**src/rtl/fcd_pkg.sv**
```systemverilog
package fcd_pkg;

  typedef enum logic [1:0] {
    RM_ARRAY  = 2'd0,
    RM_STATUS = 2'd1,
    RM_SIG    = 2'd2,
    RM_CFI    = 2'd3
  } rmode_t;

  localparam logic [7:0] CMD_RD_ARRAY = 8'hFF;
  localparam logic [7:0] CMD_RD_STAT  = 8'h70;
  localparam logic [7:0] CMD_RD_SIG   = 8'h90;
  localparam logic [7:0] CMD_RD_CFI   = 8'h98;
  localparam logic [7:0] CMD_CLR      = 8'h50;
  localparam logic [7:0] CMD_SUSP     = 8'hB0;
  localparam logic [7:0] CMD_GO       = 8'hD0;
  localparam logic [7:0] CMD_ERASE    = 8'h20;
  localparam logic [7:0] CMD_LOCKGRP  = 8'h60;
  localparam logic [7:0] CMD_PROG     = 8'h40;
  localparam logic [7:0] CMD_PROG_ALT = 8'h10;
  localparam logic [7:0] CMD_BUF      = 8'hE8;
  localparam logic [7:0] CMD_EBUF     = 8'h80;
  localparam logic [7:0] CMD_BLANK    = 8'hBC;
  localparam logic [7:0] CMD_PROT     = 8'hC0;
  localparam logic [7:0] CMD_LOCK_OK  = 8'h01;
  localparam logic [7:0] CMD_LKDN_OK  = 8'h2F;
  localparam logic [7:0] CMD_CFG_OK   = 8'h03;
  localparam logic [7:0] CMD_BLANK_OK = 8'hCB;

  localparam logic [3:0] OPK_NONE   = 4'd0;
  localparam logic [3:0] OPK_PROG   = 4'd1;
  localparam logic [3:0] OPK_ERASE  = 4'd2;
  localparam logic [3:0] OPK_LOCK   = 4'd3;
  localparam logic [3:0] OPK_UNLOCK = 4'd4;
  localparam logic [3:0] OPK_LKDN   = 4'd5;
  localparam logic [3:0] OPK_CFG    = 4'd6;
  localparam logic [3:0] OPK_BUF    = 4'd7;
  localparam logic [3:0] OPK_EBUF   = 4'd8;
  localparam logic [3:0] OPK_BLANK  = 4'd9;
  localparam logic [3:0] OPK_PROT   = 4'd10;

  // codes that open a two-write sequence
  function automatic logic is_setup(input logic [7:0] c);
    return c inside {CMD_PROG, CMD_PROG_ALT, CMD_PROT, CMD_ERASE,
                     CMD_LOCKGRP, CMD_BUF, CMD_EBUF, CMD_BLANK};
  endfunction

  // operation kind for a pending setup and the write that follows it
  function automatic logic [3:0] confirm_op(input logic [7:0] s, input logic [7:0] c);
    logic [3:0] k;
    k = OPK_NONE;
    case (s)
      CMD_PROG, CMD_PROG_ALT: k = OPK_PROG;
      CMD_PROT:               k = OPK_PROT;
      CMD_ERASE:              if (c == CMD_GO) k = OPK_ERASE;
      CMD_BUF:                if (c == CMD_GO) k = OPK_BUF;
      CMD_EBUF:               if (c == CMD_GO) k = OPK_EBUF;
      CMD_BLANK:              if (c == CMD_BLANK_OK) k = OPK_BLANK;
      CMD_LOCKGRP: begin
        case (c)
          CMD_LOCK_OK: k = OPK_LOCK;
          CMD_GO:      k = OPK_UNLOCK;
          CMD_LKDN_OK: k = OPK_LKDN;
          CMD_CFG_OK:  k = OPK_CFG;
          default:     k = OPK_NONE;
        endcase
      end
      default: k = OPK_NONE;
    endcase
    return k;
  endfunction

  function automatic rmode_t mode_of(input logic [7:0] c);
    case (c)
      CMD_RD_STAT: return RM_STATUS;
      CMD_RD_SIG:  return RM_SIG;
      CMD_RD_CFI:  return RM_CFI;
      default:     return RM_ARRAY;
    endcase
  endfunction

  // bit 7 ready, 6 suspended, 4 operation failed, 3 sequence error
  function automatic logic [7:0] status_byte(input logic ready, input logic susp,
                                             input logic fail, input logic serr);
    return {ready, susp, 1'b0, fail, serr, 3'b000};
  endfunction

endpackage

```
**src/rtl/fcd_seq.sv**
```systemverilog
module fcd_seq
  import fcd_pkg::*;
(
  input  logic       clk,
  input  logic       rst_n,
  input  logic       wr_en,
  input  logic [7:0] wr_data,
  input  logic       active,
  input  logic       susp,
  input  logic       prot_run,
  input  logic       pec_done,
  output logic       mode_req,
  output rmode_t     mode_val,
  output logic       start_req,
  output logic [3:0] start_kind,
  output logic       clear_req,
  output logic       susp_req,
  output logic       resume_req,
  output logic       setup_busy,
  output logic       sig_blocked
);

  logic       pend_v;
  logic [7:0] pend_q;
  logic       setup_take;

  always_comb begin
    mode_req    = 1'b0;
    mode_val    = mode_of(wr_data);
    start_req   = 1'b0;
    start_kind  = OPK_NONE;
    clear_req   = 1'b0;
    susp_req    = 1'b0;
    resume_req  = 1'b0;
    setup_busy  = 1'b0;
    setup_take  = 1'b0;
    sig_blocked = 1'b0;
    if (wr_en) begin
      if (pend_v) begin
        start_kind = confirm_op(pend_q, wr_data);
        start_req  = (start_kind != OPK_NONE);
      end else begin
        case (wr_data)
          CMD_RD_ARRAY, CMD_RD_STAT, CMD_RD_CFI: mode_req = 1'b1;
          CMD_RD_SIG: begin
            sig_blocked = prot_run;
            mode_req    = !prot_run;
          end
          CMD_CLR:  clear_req  = 1'b1;
          CMD_SUSP: susp_req   = active && !susp && !pec_done;
          CMD_GO:   resume_req = susp;
          default: begin
            if (is_setup(wr_data)) begin
              setup_busy = active;
              setup_take = !active;
            end
          end
        endcase
      end
    end
  end

  always_ff @(posedge clk) begin
    if (!rst_n) begin
      pend_v <= 1'b0;
      pend_q <= 8'h00;
    end else if (wr_en) begin
      if (pend_v) begin
        pend_v <= 1'b0;
      end else if (setup_take) begin
        pend_v <= 1'b1;
        pend_q <= wr_data;
      end
    end
  end

endmodule

```
**src/rtl/fcd_bank_modes.sv**
```systemverilog
module fcd_bank_modes
  import fcd_pkg::*;
#(
  parameter int NBANK  = 4,
  parameter int BANK_W = 2
) (
  input  logic                clk,
  input  logic                rst_n,
  input  logic                mode_req,
  input  rmode_t              mode_val,
  input  logic [BANK_W-1:0]   wr_bank,
  input  logic                active,
  input  logic [BANK_W-1:0]   op_bank,
  output logic [2*NBANK-1:0]  bank_mode,
  output logic [NBANK-1:0]    bank_ok
);

  for (genvar b = 0; b < NBANK; b++) begin : g_bank
    rmode_t m_q;
    always_ff @(posedge clk) begin
      if (!rst_n)
        m_q <= RM_ARRAY;
      else if (mode_req && wr_bank == BANK_W'(b))
        m_q <= mode_val;
    end
    assign bank_mode[2*b +: 2] = m_q;
    assign bank_ok[b]          = !(active && op_bank == BANK_W'(b));
  end

endmodule

```
**src/rtl/fcd_status.sv**
```systemverilog
module fcd_status
  import fcd_pkg::*;
#(
  parameter int BANK_W = 2
) (
  input  logic              clk,
  input  logic              rst_n,
  input  logic              start_req,
  input  logic [3:0]        start_kind,
  input  logic [BANK_W-1:0] wr_bank,
  input  logic              pec_done,
  input  logic              pec_fail,
  input  logic              clear_req,
  input  logic              susp_req,
  input  logic              resume_req,
  input  logic              setup_busy,
  input  logic              ce_n,
  input  logic              oe_n,
  output logic              op_start,
  output logic [3:0]        op_kind,
  output logic [BANK_W-1:0] op_bank,
  output logic              active,
  output logic              susp,
  output logic              prot_run,
  output logic [7:0]        status_view,
  output logic              status_cap,
  output logic              susp_pulse,
  output logic              resume_pulse
);

  logic       fail_b, serr_b, ce_q, oe_q;
  logic [7:0] live;

  assign live       = status_byte(!active, susp, fail_b, serr_b);
  assign status_cap = (ce_q && !ce_n) || (oe_q && !oe_n);
  assign prot_run   = active && (op_kind == OPK_PROT);

  always_ff @(posedge clk) begin
    if (!rst_n) begin
      active       <= 1'b0;
      op_kind      <= OPK_NONE;
      op_bank      <= '0;
      susp         <= 1'b0;
      fail_b       <= 1'b0;
      serr_b       <= 1'b0;
      ce_q         <= 1'b1;
      oe_q         <= 1'b1;
      status_view  <= status_byte(1'b1, 1'b0, 1'b0, 1'b0);
      op_start     <= 1'b0;
      susp_pulse   <= 1'b0;
      resume_pulse <= 1'b0;
    end else begin
      ce_q         <= ce_n;
      oe_q         <= oe_n;
      op_start     <= start_req;
      susp_pulse   <= susp_req;
      resume_pulse <= resume_req;
      if (status_cap) status_view <= live;
      if (start_req) begin
        active  <= 1'b1;
        op_kind <= start_kind;
        op_bank <= wr_bank;
      end
      if (susp_req)   susp <= 1'b1;
      if (resume_req) susp <= 1'b0;
      if (clear_req) begin
        fail_b <= 1'b0;
        serr_b <= 1'b0;
      end
      if (setup_busy) serr_b <= 1'b1;
      // completion is applied last so that it wins over same-cycle writes
      if (pec_done && active) begin
        active <= 1'b0;
        susp   <= 1'b0;
        if (pec_fail) fail_b <= 1'b1;
      end
    end
  end

endmodule

```
**src/rtl/flash_cmd_decoder.sv**
```systemverilog
module flash_cmd_decoder
  import fcd_pkg::*;
#(
  parameter  int NBANK  = 4,
  localparam int BANK_W = (NBANK > 1) ? $clog2(NBANK) : 1
) (
  input  logic               clk,
  input  logic               rst_n,
  input  logic               wr_en,
  input  logic [BANK_W-1:0]  wr_bank,
  input  logic [7:0]         wr_data,
  input  logic               ce_n,
  input  logic               oe_n,
  input  logic               pec_done,
  input  logic               pec_fail,
  output logic               op_start,
  output logic [3:0]         op_kind,
  output logic [BANK_W-1:0]  op_bank,
  output logic               susp_pulse,
  output logic               resume_pulse,
  output logic [2*NBANK-1:0] bank_mode,
  output logic [NBANK-1:0]   bank_ok,
  output logic [7:0]         status_view
);

  // internal events, named for the checker
  logic       mode_req, start_req, clear_req, susp_req, resume_req;
  logic       setup_busy, sig_blocked, status_cap;
  logic       active, susp, prot_run;
  logic [3:0] start_kind;
  rmode_t     mode_val;

  fcd_seq u_seq (
    .clk        (clk),
    .rst_n      (rst_n),
    .wr_en      (wr_en),
    .wr_data    (wr_data),
    .active     (active),
    .susp       (susp),
    .prot_run   (prot_run),
    .pec_done   (pec_done),
    .mode_req   (mode_req),
    .mode_val   (mode_val),
    .start_req  (start_req),
    .start_kind (start_kind),
    .clear_req  (clear_req),
    .susp_req   (susp_req),
    .resume_req (resume_req),
    .setup_busy (setup_busy),
    .sig_blocked(sig_blocked)
  );

  fcd_bank_modes #(.NBANK(NBANK), .BANK_W(BANK_W)) u_modes (
    .clk      (clk),
    .rst_n    (rst_n),
    .mode_req (mode_req),
    .mode_val (mode_val),
    .wr_bank  (wr_bank),
    .active   (active),
    .op_bank  (op_bank),
    .bank_mode(bank_mode),
    .bank_ok  (bank_ok)
  );

  fcd_status #(.BANK_W(BANK_W)) u_stat (
    .clk         (clk),
    .rst_n       (rst_n),
    .start_req   (start_req),
    .start_kind  (start_kind),
    .wr_bank     (wr_bank),
    .pec_done    (pec_done),
    .pec_fail    (pec_fail),
    .clear_req   (clear_req),
    .susp_req    (susp_req),
    .resume_req  (resume_req),
    .setup_busy  (setup_busy),
    .ce_n        (ce_n),
    .oe_n        (oe_n),
    .op_start    (op_start),
    .op_kind     (op_kind),
    .op_bank     (op_bank),
    .active      (active),
    .susp        (susp),
    .prot_run    (prot_run),
    .status_view (status_view),
    .status_cap  (status_cap),
    .susp_pulse  (susp_pulse),
    .resume_pulse(resume_pulse)
  );

endmodule

```
**config.mk**
```make
export PLATFORM = sky130hd
export DESIGN_NAME = flash_cmd_decoder
export DESIGN_NICKNAME = d
export VERILOG_FILES = /design/src/rtl/fcd_pkg.sv /design/src/rtl/fcd_seq.sv /design/src/rtl/fcd_bank_modes.sv /design/src/rtl/fcd_status.sv /design/src/rtl/flash_cmd_decoder.sv
export SDC_FILE = /design/constraint.sdc
export NUM_CORES = 1
export LEC_CHECK = 0
export ABC_AREA = 0
export BUFFER_PORTS_ARGS = -buffer_cell sky130_fd_sc_hd__buf_2
export CAP_MARGIN = 20
export CORE_MARGIN = 5
export CORE_UTILIZATION = 48
export CTS_CLUSTER_SIZE = 20
export DETAILED_ROUTE_END_ITERATION = 7
export GPL_ROUTABILITY_DRIVEN = 0
export PLACE_DENSITY_LB_ADDON = 0.25
export SLEW_MARGIN = 20
export SYNTH_ARGS = -nofsm -noshare
export SYNTH_HDL_FRONTEND = slang
export SYNTH_SLANG_ARGS = --single-unit
```
**constraint.sdc**
```tcl
create_clock -name clk -period 2.3 [get_ports clk]
set_input_delay 0.23 -clock clk [delete_from_list [all_inputs] [get_ports clk]]
set_output_delay 0.23 -clock clk [all_outputs]
set_load 0.05 [all_outputs]
```
==> results of run 1 <==
flip-flops by register name (all words and copies together), names as in the netlist:
| signal | count |
|---|---|
| u_modes.g_bank.m_q | 8 |
| u_seq.pend_q | 8 |
| u_seq.pend_v | 1 |
| u_stat.ce_q | 1 |
| u_stat.oe_q | 1 |
| u_stat.serr_b | 1 |
| u_stat.op_start | 1 |
| u_stat.status_view | 4 |
| u_stat.op_bank | 2 |
| u_stat.op_kind | 4 |
| u_stat.resume_pulse | 1 |
| u_stat.susp_pulse | 1 |
| u_stat.fail_b | 1 |
| u_stat.active | 1 |
| u_stat.susp | 1 |
cells by family after synthesis:
| kind of cell | count (synthesis) | synth area share |
|---|---|---|
| simple gates | 119 | 0.3419 |
| compound gates | 42 | 0.1498 |
| flops | 36 | 0.3523 |
| buf+inv | 25 | 0.05688 |
| mux | 19 | 0.09297 |
| xor+xnor | 1 | 0.004282 |
| other cells | 1 | 0.001833 |
per-stage QoR:
| step | power (mW) | area [um^2] |
|---|---|---|
| 2_1_floorplan | 0.7221 | 2057 |
| 3_3_place_gp | 0.7579 | 2385 |
| 3_5_place_dp | 0.7593 | 2385 |
| 4_1_cts | 1.208 | 2472 |
| 5_1_grt | 1.242 | 2472 |
| 6_report | 1.202 | 2472 |
cells in the final DEF, fill, tap and decap left out, types with 5 or more instances in the layout:
cell type and n:
buf_2 41, dfxtp_1 36, nand2_1 29, buf_4 21
mux2i_1 19, nor2b_1 16, nand4_1 11, nor2_1 10
o21ai_0 8, nand3_1 7, nand3b_1 6, nand2b_1 6
inv_1 5, a21oi_1 5, and3_1 5, a31oi_1 5
clkbuf_8 5
cell type report:
type / instances / share of cell area
multi-input cells: 185 / 0.4934
flip-flops and latches: 36 / 0.2915
repair buffers: 62 / 0.1468
clock buffers: 5 / 0.02783
well taps: 50 / 0.02530
clock inverters: 3 / 0.007591
inverters: 5 / 0.007591
path summary, 6_finish.rpt:
check / depth (start not counted) / endpoint / start / slack (ns)
setup / recovery: 6 / u_stat.op_kind[2] / u_seq.pend_q[0] / 0.10
hold / removal: 2 / u_stat.ce_q / ce_n / 0.13
setup reg to reg: 6 / u_stat.op_kind[2] / u_seq.pend_q[0] / 0.10
hold reg to reg: 2 / u_seq.pend_q[7] / u_seq.pend_q[7] / 0.49
cell usage after synthesis (3+ instances only):
master    number
and3_1         5
o21ai_0        8
nor3_1         4
buf_4          4
mux2i_1       19
nand3_1        7
a32o_1         4
clkbuf_1      15
or3_1          3
nor2b_1       16
and3b_1        3
a31oi_1        5
nand2b_1       6
dfxtp_1       36
o22ai_1        3
a21oi_1        5
nand2_1       29
nand4_1       11
and2_1         3
nor2_1        10
inv_1          5
nand3b_1       6
power groups by stage:
stage,Clock (mW),Sequential [mW],Combinational [mW]
after floorplan,0,0.641,0.0808
after global placement,0,0.642,0.116
after detailed placement,0,0.642,0.117
after CTS,0.463,0.627,0.118
after global routing,0.485,0.627,0.129
final,0.454,0.627,0.121
layer usage:
metal | vias to the layer above | GRT usage | part of all wire
met5 | - | 0 | 0
met4 | 0 | 0.05825 | 0.011
met3 | 6 | 0.05207 | 0.065
met2 | 75 | 0.2886 | 0.45
met1 | 943 | 0.2794 | 0.48
li1 | 981 | - | -
worst register-to-register path: stages, from the launching register on:
cell       delay [ns]
dfxtp_1          0.34
or4_1            0.52
or4_1            0.43
o211ai_2         0.09
a2bb2oi_2        0.17
and3b_1          0.27
a32o_1           0.28
==> impl_metrics.ini, run 1 <==
[floorplanning]
die_y_um = 75.29
core_area_um2 = 4058
initial_core_util = 0.5042
dieArea_um2 = 5668
row_count = 23
die_w_um = 75.29
io_pins = 46

[worst_hold_path]
hold_path.class = in -> reg

[sta]
rsz0062_at_grt = false
finalCritPeriodShare = 0.9562
min_period_ns = 2.199
finClkSkew_ns = 0.001967
worst_pin_slew_ns = 0.5495
final-max-slew-violation-count = 0
relSlewSlack = 0.6337
worst_slack_ns = 0.1007
whs_ns = 0.1326
clock.fmax_mhz = 454.7
finalSetupTns_ns = 0
setup_violations = 0
hold_viol = 0

[setup_path]
critical-path-max-stage-delay_ns = 0.52
cp_slowest_cell = or4_1
cpMostUsedCell = or4_1
critPathMaxFanout = 5
required_ns = 2.49
arrival_ns = 2.39
cp_num_buf_inv = 0
start_kind = register
crit_family = simple AND/OR/NAND/NOR gates
path_cells = or4_1 > or4_1 > o211ai_2 > a2bb2oi_2 > and3b_1 > a32o_1
criticalPathCategory = reg -> reg
cp-end-kind = register

[yosys]
ys_ff_latch = 36
synth_top_area_cell = dfxtp_1
synth-edff-count = 0
ys.flop_type = dfxtp_1
async_flop_share = 0
synth.top_cell.area_share = 0.3523
synthCells = 243
yosys_warnings = 0
synth_area_per_cell_um2 = 8.419
syn_area_um2 = 2046
yosys-top-cells-area = dfxtp_1 35%, mux2i_1 9.3%, nand2_1 5.3%
yosysSeqAreaShare = 0.3523
yosysUniqueCellTypes = 50

[cts]
cts_tree = yes
cts_buffer_depth = 2
root_buffer = clkbuf_8
cts.sinks = 36
htreeDepth = 2
cts.clk_slew.worst_paths_ns = 0.08
hold_buffers = 0
post-cts-setup-buffers = 0
cts_buffers = 5
clk_latency_ns = 0.29
cts_resized = 0

[place]
dp_cells = 338
io_buffers = 41
dpl.hpwl_mm = 4.002
place_ws_ns = 0.1207

[power]
clockPowerShare = 0.378
cellPowerDensity_nw_per_um2 = 486.2
intPower_uw = 877.0
p_sw_uw = 325.1
combPwrFrac = 0.100
p_seq_frac = 0.522
peakVddDrop_mv = 0.3749
switching_share = 0.2704
leakagePower_nw = 1.015

[grt]
grt_pass1_wl_mm = 8.328
antenna_found_initial = 0
gr-total-overflow = 0
grt_max_degree = 29
grt_pass1_vias = 1707
track_usage = 0.1957

[routing]
drt_iter0_markers = 199
drc = 0
routed_wl_mm = 5.446
dr.pass1.iters = 4
ant_nets = 0
via_per_inst = 5.795
wl_per_cell_um = 15.74
vias = 2005

[final_layout]
final_core_util = 0.6093
diodes = 0
syn2layout_area_growth_pct = 20.86
regArea_um2 = 720.7
multi_input_area_um2 = 1220
fin_cells = 346
fillers = 378
drive_gt1_frac = 0.2635
final_nets = 312

[run_status]
status = complete, no violations

[job]
maxCapViolCount = 0
Note: power is estimated with default switching activity, not from simulation.
==> inputs of run 2 (changes only) <==
--- a/config.mk
+++ b/config.mk
@@ -13,8 +13,9 @@
 export CTS_CLUSTER_SIZE = 20
 export DETAILED_ROUTE_END_ITERATION = 7
 export GPL_ROUTABILITY_DRIVEN = 0
-export PLACE_DENSITY_LB_ADDON = 0.25
+export PLACE_DENSITY_LB_ADDON = 0.12
 export SLEW_MARGIN = 20
 export SYNTH_ARGS = -nofsm -noshare
 export SYNTH_HDL_FRONTEND = slang
 export SYNTH_SLANG_ARGS = --single-unit
+export TNS_END_PERCENT = 50
==> constraint.sdc (replaced) <==
create_clock -name clk -period 2.3 [get_ports clk]
set_input_delay 0.345 -clock clk [delete_from_list [all_inputs] [get_ports clk]]
set_output_delay 0.345 -clock clk [all_outputs]
set_load 0.05 [all_outputs]
==> run 2 against run 1 <==
Global-route usage is 1.1 points lower. Non-clock buffer count increased by 3. Clock power up 2%.
==> impl_metrics.ini, run 2 (same netlist as run 1, synthesis figures left out) <==
[power]
cellPowerDensity_nw_per_um2 = 480.8
peakVddDrop_mv = 0.4731
leakagePower_nw = 1.033
total_power_mw = 1.212

[final_layout]
largestRegisters = u_modes.g_bank.m_q: 8 flops, u_seq.pend_q: 8 flops
syn2layout_area_growth_pct = 23.18
multi_input_area_um2 = 1226
final_core_util = 0.6210
drive_gt1_frac = 0.2709
final_cell_mix = 41 x buf_2, 36 x dfxtp_1, 29 x nand2_1
regArea_um2 = 720.7
fin_cells = 349
final_common_cell = buf_2
final_nets = 315
fillers = 380
diodes = 0

[cts]
root_buffer = clkbuf_8
htreeDepth = 2
cts_buffers = 5
cts_tree = yes
hold_buffers = 0
cts_resized = 0
cts.clk_slew.worst_paths_ns = 0.07
cts.sinks = 36
cts_buffer_depth = 2
post-cts-setup-buffers = 0
clk_latency_ns = 0.28

[setup_path]
path_cells = buf_4 > nor4_2 > buf_4 > nand4_1 > nand2b_1 > a32o_1 > and3b_1 > a32o_1
required_ns = 2.48
arrival_ns = 2.36
criticalPathCategory = reg -> reg
critPathMaxFanout = 7
critPathLaunch = u_seq.pend_q[0]
critical-path-max-stage-delay_ns = 0.31
cp-end-kind = register
cp_slowest_cell = dfxtp_1
rr_startpoint = u_seq.pend_q[0]
start_kind = register
crit_family = simple AND/OR/NAND/NOR gates
cp_num_buf_inv = 2

[floorplanning]
io_pins = 46
dieArea_um2 = 5668
initial_core_util = 0.5042
die_w_um = 75.29
core_area_um2 = 4058
row_count = 23
die_y_um = 75.29

[place]
io_buffers = 41
dpl.hpwl_mm = 3.919
dp_cells = 341
place_ws_ns = 0.04410

[sta]
relSlewSlack = 0.5326
finalCritPeriodShare = 0.9489
min_period_ns = 2.182
finalSetupTns_ns = 0
clock.fmax_mhz = 458.2
hold_viol = 0
worst_pin_slew_ns = 0.6921
setup_violations = 0
finClkSkew_ns = 0.003617
worst_slack_ns = 0.1176
final-max-slew-violation-count = 0

[grt]
gr-total-overflow = 0
grt_pass1_wl_mm = 8.286
grt_pass1_vias = 1778
grt_max_degree = 30
track_usage = 0.1851
antenna_found_initial = 0

[routing]
routed_wl_mm = 5.175
dr.pass1.iters = 4
drt_iter0_markers = 222
wl_per_cell_um = 14.83
vias = 1969
drc = 0
via_per_inst = 5.642
ant_nets = 0

[worst_hold_path]
hold_path.class = in -> reg
worstHoldStart = ce_n

[job]
maxCapViolCount = 0

[run_status]
status = complete, no violations
## run 2: cell types whose count changed in the layout (fill, tap and decap cells not counted)
cell	delta
clkinv_2	-2
buf_12	+1
o22ai_1	-1
o22ai_2	+1
clkbuf_1	+1
clkbuf_8	+1
clkinvlp_4	+1
clkinv_4	-1
buf_4	+2
## run 2: routing by layer
metal / share of wire / vias up / track usage / wire [um]
li1: - / 989 / - / -
met1: 0.48 / 906 / 0.2786 / 2466
met5: 0 / - / 0 / 0
met2: 0.44 / 72 / 0.2742 / 2260
met3: 0.085 / 2 / 0.04139 / 440
met4: 0.0015 / 0 / 0.02913 / 8
## run 2: worst paths after layout
path | slack, ns | cells past startpoint | end
setup / recovery | 0.12 | 8 | u_stat.op_kind[2]
hold / removal | 0.26 | 2 | u_stat.ce_q
setup reg to reg | 0.12 | 8 | u_stat.op_kind[2]
hold reg to reg | 0.49 | 2 | u_stat.status_view[7]
## run 2: power by group
group          leakage, nW  internal (mW)  switching (mW)  total [mW]
Sequential           0.291          0.626         0.00165       0.627
Clock               0.0445          0.243           0.222       0.465
Combinational        0.698         0.0414          0.0777       0.119
## run 2: through the flow
stage | hold slack [ns] | instance area [um^2]
6_report | 0.2578 | 2520
5_1_grt | 0.2631 | 2520
4_1_cts | 0.2554 | 2514
3_5_place_dp | 0.4825 | 2420
3_3_place_gp | 0.4723 | 2420
2_1_floorplan | 0.4465 | 2057
## run 2: worst register-to-register path, stage by stage (launching register included)
cell and delay, ns:
dfxtp_1 0.31, buf_4 0.14, nor4_2 0.29, buf_4 0.20, nand4_1 0.15, nand2b_1 0.23
a32o_1 0.26, and3b_1 0.24, a32o_1 0.27
## run 2: area by class of cell
type                       instances  area share
timing repair buffer              65      0.1579
tap                               50     0.02483
inverter                           5    0.007448
clock buffer                       7     0.03426
sequential                        36      0.2860
multi-input combinational        185      0.4866
clock inverter                     1    0.002979
